### src/rtl/rstseq_pkg.sv
// Package: shared types and constants for the reset sequencing controller.
// Assumes: the cause encoding below is visible to software and must not move.
package rstseq_pkg;
    typedef enum logic [1:0] {
        CAUSE_NONE = 2'b00,
        CAUSE_POR  = 2'b01,
        CAUSE_WARM = 2'b10
    } cause_e;
endpackage

### src/rtl/rstseq_combine.sv
// Module: rstseq_combine
// Forms the raw asynchronous reset terms for each domain from the two requests.
// Assumes: both requests are active low and may change at any time.
module rstseq_combine (
    input  logic por_n,
    input  logic warm_n,
    output logic mod_arst_n,
    output logic jtag_arst_n
);
    // Module domain: reset by either request; test-access domain: power-on only.
    always_comb begin
        mod_arst_n  = por_n & warm_n;
        jtag_arst_n = por_n;
    end
endmodule

### src/rtl/rstseq_sync.sv
// Module: rstseq_sync
// Reset synchroniser: asserts its output at once, releases it after STAGES edges.
// Assumes: STAGES >= 2; clk runs while the release is in progress.
module rstseq_sync #(
    parameter int STAGES = 2
) (
    input  logic clk,
    input  logic arst_n,
    output logic rst_out_n
);
    logic [STAGES-1:0] chain_q;

    // Shift ones in after release; clear the whole chain on a request.
    always_ff @(posedge clk or negedge arst_n) begin
        if (!arst_n) chain_q <= '0;
        else         chain_q <= {chain_q[STAGES-2:0], 1'b1};
    end

    assign rst_out_n = chain_q[STAGES-1];

    AST_SYNC_LATENCY: assert property (@(posedge clk) disable iff (!arst_n)
        $rose(rst_out_n) |-> $past(arst_n, STAGES));
endmodule

### src/rtl/rstseq_ctl.sv
// Module: rstseq_ctl
// Holds the external-reset release bit and the reset cause field.
// Assumes: mod_rst_n and jtag_rst_n come from rstseq_sync instances
// (asynchronous assert, synchronous release on clk).
module rstseq_ctl
    import rstseq_pkg::*;
#(
    parameter int ADDR_W    = 4,
    parameter int DATA_W    = 8,
    parameter int CTRL_ADDR = 0,
    parameter int REL_BIT   = 0
) (
    input  logic              clk,
    input  logic              mod_rst_n,
    input  logic              jtag_rst_n,
    input  logic              wr_en,
    input  logic [ADDR_W-1:0] wr_addr,
    input  logic [DATA_W-1:0] wr_data,
    output logic              ext_rst_n,
    output logic [1:0]        cause
);
    localparam logic [ADDR_W-1:0] CTRL_A = ADDR_W'(CTRL_ADDR);

    logic   rel_q;
    logic   hit;
    logic   mod_d;
    logic   por_pend;
    cause_e cause_q;

    // Decode a write of one to the release bit.
    assign hit = wr_en && (wr_addr == CTRL_A) && wr_data[REL_BIT];

    // Sticky release bit, cleared by any module reset.
    always_ff @(posedge clk or negedge mod_rst_n) begin
        if (!mod_rst_n)  rel_q <= 1'b0;
        else if (hit)    rel_q <= 1'b1;
    end

    // Cause field: cleared only by power-on, updated when the modules come out of reset.
    always_ff @(posedge clk or negedge jtag_rst_n) begin
        if (!jtag_rst_n) begin
            cause_q  <= CAUSE_NONE;
            por_pend <= 1'b1;
            mod_d    <= 1'b0;
        end else begin
            mod_d <= mod_rst_n;
            if (mod_rst_n && !mod_d) begin
                cause_q  <= por_pend ? CAUSE_POR : CAUSE_WARM;
                por_pend <= 1'b0;
            end
        end
    end

    assign ext_rst_n = rel_q;
    assign cause     = cause_q;

    AST_REL_STICKY: assert property (@(posedge clk) disable iff (!mod_rst_n)
        rel_q |=> rel_q);
    AST_CAUSE_LEGAL: assert property (@(posedge clk) disable iff (!jtag_rst_n)
        cause_q != 2'b11);

    // While the modules are held in reset, the release bit stays cleared.
    always @(posedge clk) begin
        if (mod_rst_n === 1'b0) AST_EXT_HELD: assert (rel_q !== 1'b1);
    end
endmodule

### src/rtl/rstseq_top.sv
// Module: rstseq_top
// Reset sequencing controller: combines the power-on and warm requests, synchronises
// the release of each reset, and gates the external reset by a software release bit.
// Assumes: clk is the free-running reference clock and is present during reset.
module rstseq_top #(
    parameter int ADDR_W      = 4,
    parameter int DATA_W      = 8,
    parameter int SYNC_STAGES = 2,
    parameter int CTRL_ADDR   = 0,
    parameter int REL_BIT     = 0
) (
    input  logic              clk,
    input  logic              por_n,
    input  logic              warm_n,
    input  logic              wr_en,
    input  logic [ADDR_W-1:0] wr_addr,
    input  logic [DATA_W-1:0] wr_data,
    output logic              mod_rst_n,
    output logic              jtag_rst_n,
    output logic              ext_rst_n,
    output logic [1:0]        cause
);
    localparam int N_DOM = 2;

    logic [N_DOM-1:0] arst_n;
    logic [N_DOM-1:0] srst_n;

    rstseq_combine u_comb (
        .por_n       (por_n),
        .warm_n      (warm_n),
        .mod_arst_n  (arst_n[0]),
        .jtag_arst_n (arst_n[1])
    );

    // One synchroniser per reset domain.
    for (genvar d = 0; d < N_DOM; d++) begin : g_dom
        rstseq_sync #(.STAGES(SYNC_STAGES)) u_sync (
            .clk       (clk),
            .arst_n    (arst_n[d]),
            .rst_out_n (srst_n[d])
        );
    end

    assign mod_rst_n  = srst_n[0];
    assign jtag_rst_n = srst_n[1];

    rstseq_ctl #(
        .ADDR_W    (ADDR_W),
        .DATA_W    (DATA_W),
        .CTRL_ADDR (CTRL_ADDR),
        .REL_BIT   (REL_BIT)
    ) u_ctl (
        .clk        (clk),
        .mod_rst_n  (mod_rst_n),
        .jtag_rst_n (jtag_rst_n),
        .wr_en      (wr_en),
        .wr_addr    (wr_addr),
        .wr_data    (wr_data),
        .ext_rst_n  (ext_rst_n),
        .cause      (cause)
    );

    // Requests seen at an edge must already hold the matching outputs low.
    always @(posedge clk) begin
        if (por_n === 1'b0)
            AST_POR_ALL_LOW: assert (jtag_rst_n === 1'b0 && mod_rst_n === 1'b0 && ext_rst_n === 1'b0);
        if (warm_n === 1'b0)
            AST_WARM_LOW: assert (mod_rst_n === 1'b0 && ext_rst_n === 1'b0);
    end
endmodule

### config.mk
export PLATFORM = sky130hd
export DESIGN_NAME = rstseq_top
export DESIGN_NICKNAME = d
export VERILOG_FILES = /design/src/rtl/rstseq_pkg.sv /design/src/rtl/rstseq_combine.sv /design/src/rtl/rstseq_sync.sv /design/src/rtl/rstseq_ctl.sv /design/src/rtl/rstseq_top.sv
export SDC_FILE = /design/constraint.sdc
export NUM_CORES = 1
export LEC_CHECK = 0
export CORE_AREA = 3 3 40 42
export CTS_BUF_LIST = sky130_fd_sc_hd__clkbuf_8
export DETAILED_ROUTE_END_ITERATION = 6
export DIE_AREA = 0 0 43 45
export DONT_BUFFER_PORTS = 1
export PLACE_DENSITY = 0.37
export SETUP_SLACK_MARGIN = 0.3
export SYNTH_ARGS = -nofsm -noshare
export SYNTH_HDL_FRONTEND = slang
export SYNTH_SLANG_ARGS = --single-unit
### constraint.sdc
create_clock -name clk -period 1 [get_ports clk]
set_clock_uncertainty 0.1 [all_clocks]
set_input_delay 0 -clock clk [delete_from_list [all_inputs] [get_ports clk]]
set_output_delay 0 -clock clk [all_outputs]
set_load 0.02 [all_outputs]
# Word-level counts from Yosys, hierarchy flattened

Index checks and enable logic that the tools add are counted.

Multiplexer cells: 1
Bitwise gates (word level): 1
Reduce and logical (&&, ||, !) cells: 5

Operators by type and width:

| operator          | count |
|---|---|
| 4-bit logical NOT | 1 |
| 1-bit logical AND | 3 |
| 2-bit 2-to-1 mux  | 1 |
| 1-bit bitwise AND | 1 |
| 1-bit logical NOT | 1 |

Word-level logic and storage cells: 13
Register bits: 9
Output and inout bits: 5
Input port bits: 16

# Logic depth before layout (Yosys ltp)

Depth after elaboration: 3
Gate-level depth with buffers: 2
Mapped depth without buffers: 2

# By module

Synthesis repeated with hierarchy kept, for this count alone.

Cell total of the unflattened synthesis: 20
Area, all modules: 311.5 um2

By module, submodules not included:

| module         | cells each | seq. area each (um2) | area each (um2) | times used |
|---|---|---|---|---|
| rstseq_ctl     | 12         | 126.4                | 190.2           | 1 |
| rstseq_sync    | 3          | 50.0                 | 53.8            | 2 |
| rstseq_combine | 2          | 0.0                  | 13.8            | 1 |

# Worst setup path before layout

No wires, ideal clock.

Path kind: register to register
Start point: reg g_dom[0].u_sync.chain_q[1]
End point: reg u_ctl.cause_q[0], in the netlist u_ctl.cause[0]
Stages on the path, launching flop included: 3
Arrival time: 888 ps
Path slack: -113 ps
Period minus slack after synthesis: 1,113 ps
Data required time: 775 ps
Buffers on the path: 0
Setup time: 125 ps
Cell sequence: dfrtp_1 > nand2b_4 > mux2_4

Cells in the longest elaborated chain, start to end: 1

Ends and longest elaborated chain:

| item                   | RTL line          | text |
|---|---|---|
| start, declared        | rstseq_sync.sv:11 | `logic [STAGES-1:0] chain_q;` |
| start signal, assigned | rstseq_sync.sv:16 | `else chain_q <= {chain_q[STAGES-2:0], 1'b1};` |
| 1-bit logical AND      | rstseq_ctl.sv:47  | `if (mod_rst_n && !mod_d) begin` |
| end signal, assigned   | rstseq_ctl.sv:48  | `cause_q <= por_pend ? CAUSE_POR : CAUSE_WARM;` |
| end, declared          | rstseq_ctl.sv:28  | `cause_e cause_q;` |

Every way passes these cells.
A chain may end at the register's enable or synchronous reset.

# Worst setup path in the final report

Ends and elaborated chain as after synthesis.

==> flow_summary_export.csv <==
group,metric,value,unit
outcome,status,"complete, but fails checks",
outcome,violations,"hold timing",
layout,post_route_cells_drive_above_1_share,0.4516,
cts,h-tree-depth,1,
detailed_routing,drt_iter0_drc,2,
global_route,grt_usage,0.05405,
sta,period_share,0.9967,
power_and_ir_drop,ir_drop,0.7217,mV
critical_path,critPathBufInv,0,
placement,portBuffers,0,
critical_path,cp-start-kind,"flop",
sta,whs,-0.1725,ns
layout,synthToLayoutAreaGrowth,50.42,%
critical_path,crit_family,"flip-flops",
detailed_routing,viasPerCell,3.696,
critical_path,worstPathRequired,1.01,ns
sta,fmax,1.003,GHz
detailed_routing,vias,170,
global_route,first_global_vias,154,
floorplanning,die_w,43,um
layout,antennaDiodeCount,0,
placement,gp_routability_congestion,0.6441,
floorplanning,fp.dieArea,0.001935,mm2
floorplanning,placeableCoreArea,0.001285,mm2
synthesis,yosys_warnings,0,
sta,slew_viol_final,0,
synthesis,ys_types,10,
placement,dpl.hpwl,354.3,um
critical_path,cp.arrival,1.00,ns
critical_path,r2r_end,"u_ctl.cause[0]",
floorplanning,fp-row-count,13,
cts,hold_buffers,3,
synthesis,syn_area,300.3,um2
critical_path,cp-end-kind,"flop",
critical_path,path_cells,"nand2b_4 > mux2_4",
critical_path,critical_path.startpoint,"g_dom[0].u_sync.chain_q[1]",
cts,cts_inserted_buffers,3,
layout,mostFrequentLayoutCell,"dfrtp_1",
power_and_ir_drop,power,0.0008663,W
sta,grt_setup_unrepaired,"true",
synthesis,synth_cells,18,
critical_path,endpoint,"u_ctl.cause[0]",
critical_path,ff2ff_path_depth,2,
flow_run,max_cap_violations,0,
critical_path,cp_slowest_stage_delay,0.41,ns
global_route,gr-total-overflow,0,
sta,final-hold-violation-count,3,
synthesis,ys_ff_latch,9,
layout,register_area,229.0,um2
cts,post_cts_buffers,0,
global_route,grt_max_degree,6,
critical_path,slowest_stage,"dfrtp_2",
global_route,grt_pass1_wl,676,um
detailed_routing,drc,0,
cts,path_clk_slew,0.04,ns
cts,clk_latency,0.23,ns
detailed_routing,drt-wirelength-per-cell,9.304,um
critical_path,cp.depth,2,
cts,cts-root-buf,"clkbuf_8",
detailed_routing,antenna_left,0,
layout,n_fill_cell,131,
critical_path,worst-path-max-fanout,2,
layout,final_cell_mix,"dfrtp_1, clkbuf_8, dlygate4sd3_1, buf_6",
floorplanning,initial_utilization,0.2337,
critical_path,reg2reg_slack,0.003,ns
power_and_ir_drop,p_leak,0.2194,nW
layout,final_nets,48,
cts,cts.sinks,9,
detailed_routing,wirelength,428,um
sta,setup_violations,0,
critical_path,worst_r2r_startpoint,"g_dom[0].u_sync.chain_q[1]",
layout,multi_input_area,76.32,um2
cts,cts_max_path_buffers,2,
synthesis,syn_area_per_cell,16.68,um2
global_route,antenna_found_initial,0,
power_and_ir_drop,powerDensity,1918,mW/mm2
worst_hold_path,hp-class,"in2reg",
cts,cts_tree,"yes",
floorplanning,die_h,45,um
synthesis,ys_seq_area_frac,0.7542,
sta,period_minus_slack,0.9967,ns
floorplanning,ios,21,
detailed_routing,drt_first_pass_iters,2,
critical_path,critical_path_class,"reg2reg",
==> synth_stat cells (all sizes together) <==
cell type  n  share of area
mux2i      1          0.033
a31o       1          0.029
dfrtp      8           0.67
conb       1          0.012
nand2b     1          0.046
dfstp      1          0.088
and2       2          0.042
mux2       1          0.050
inv        1          0.012
nor4       1          0.021
==> registers in the layout, summed over array words and instances (netlist names) <==
signal and cells:
u_ctl.por_pend 1, u_ctl.mod_d 1, u_ctl.cause 2, g_dom.u_sync.chain_q 4, u_ctl.ext_rst_n 1
==> through the flow <==
step	setup slack [ns]	util	instance area [um2]	std cells	setup TNS, ns
finish	0.003311	0.3515	451.7	46	0
global route	-0.02040	0.3515	451.7	46	-0.02040
CTS	-0.004535	0.3496	449.2	46	-0.004535
detailed placement	0.005560	0.2814	361.6	39	0
global placement	0.005529	0.2814	361.6	39	0
floorplan	-0.06944	-	305.3	19	-0.06944
==> worst min path at each step <==
stage,end,depth (start not counted),startpoint,slack (ns)
2_1_floorplan,g_dom[1].u_sync.chain_q[0],0,por_n,-0.40
3_3_place_gp,g_dom[1].u_sync.chain_q[0],0,por_n,-0.40
3_5_place_dp,g_dom[1].u_sync.chain_q[0],0,por_n,-0.40
4_1_cts,u_ctl.ext_rst_n,1,wr_data[0],-0.17
5_1_grt,u_ctl.ext_rst_n,1,wr_data[0],-0.18
6_report,u_ctl.ext_rst_n,1,wr_data[0],-0.17
==> where the power goes <==
group	total, W	internal [W]	switching, W	leakage (nW)
registers	0.000402	0.000386	0.0000158	0.102
logic	0.0000703	0.0000410	0.0000293	0.0908
clock network	0.000394	0.000266	0.000128	0.0269
total	0.000866	0.000693	0.000173	0.219
==> repair_timing <==
action                                  CTS  global route
endpoints found under the setup margin   10            10
resized for setup                         4             1
hold endpoints to repair                  5             3
==> cell families after synthesis <==
family | count (synthesis) | synth area share
AO/OA/AOI/OAI | 1 | 0.02917
other | 1 | 0.01249
flip-flops | 9 | 0.7542
AND/OR/NAND/NOR | 4 | 0.1083
multiplexers | 2 | 0.08332
buffers and inverters | 1 | 0.01249
==> area by class of cell <==
cell class | count | area share
flip-flops and latches | 9 | 0.5069
clock buffers | 3 | 0.09141
repair buffers | 8 | 0.1745
inverters | 1 | 0.008310
clock inverters | 1 | 0.008310
well taps | 15 | 0.04155
multi-input cells | 9 | 0.1690
==> routing by layer <==
| metal | track usage | share of wire | vias to the layer above |
|---|---|---|---|
| li1 | - | - | 81 |
| met1 | 0.06030 | 0.36 | 79 |
| met2 | 0.05389 | 0.47 | 8 |
| met3 | 0.03984 | 0.13 | 2 |
| met4 | 0.07229 | 0.033 | 0 |
| met5 | 0 | 0 | - |
Note: power is estimated with default switching activity, not from simulation.
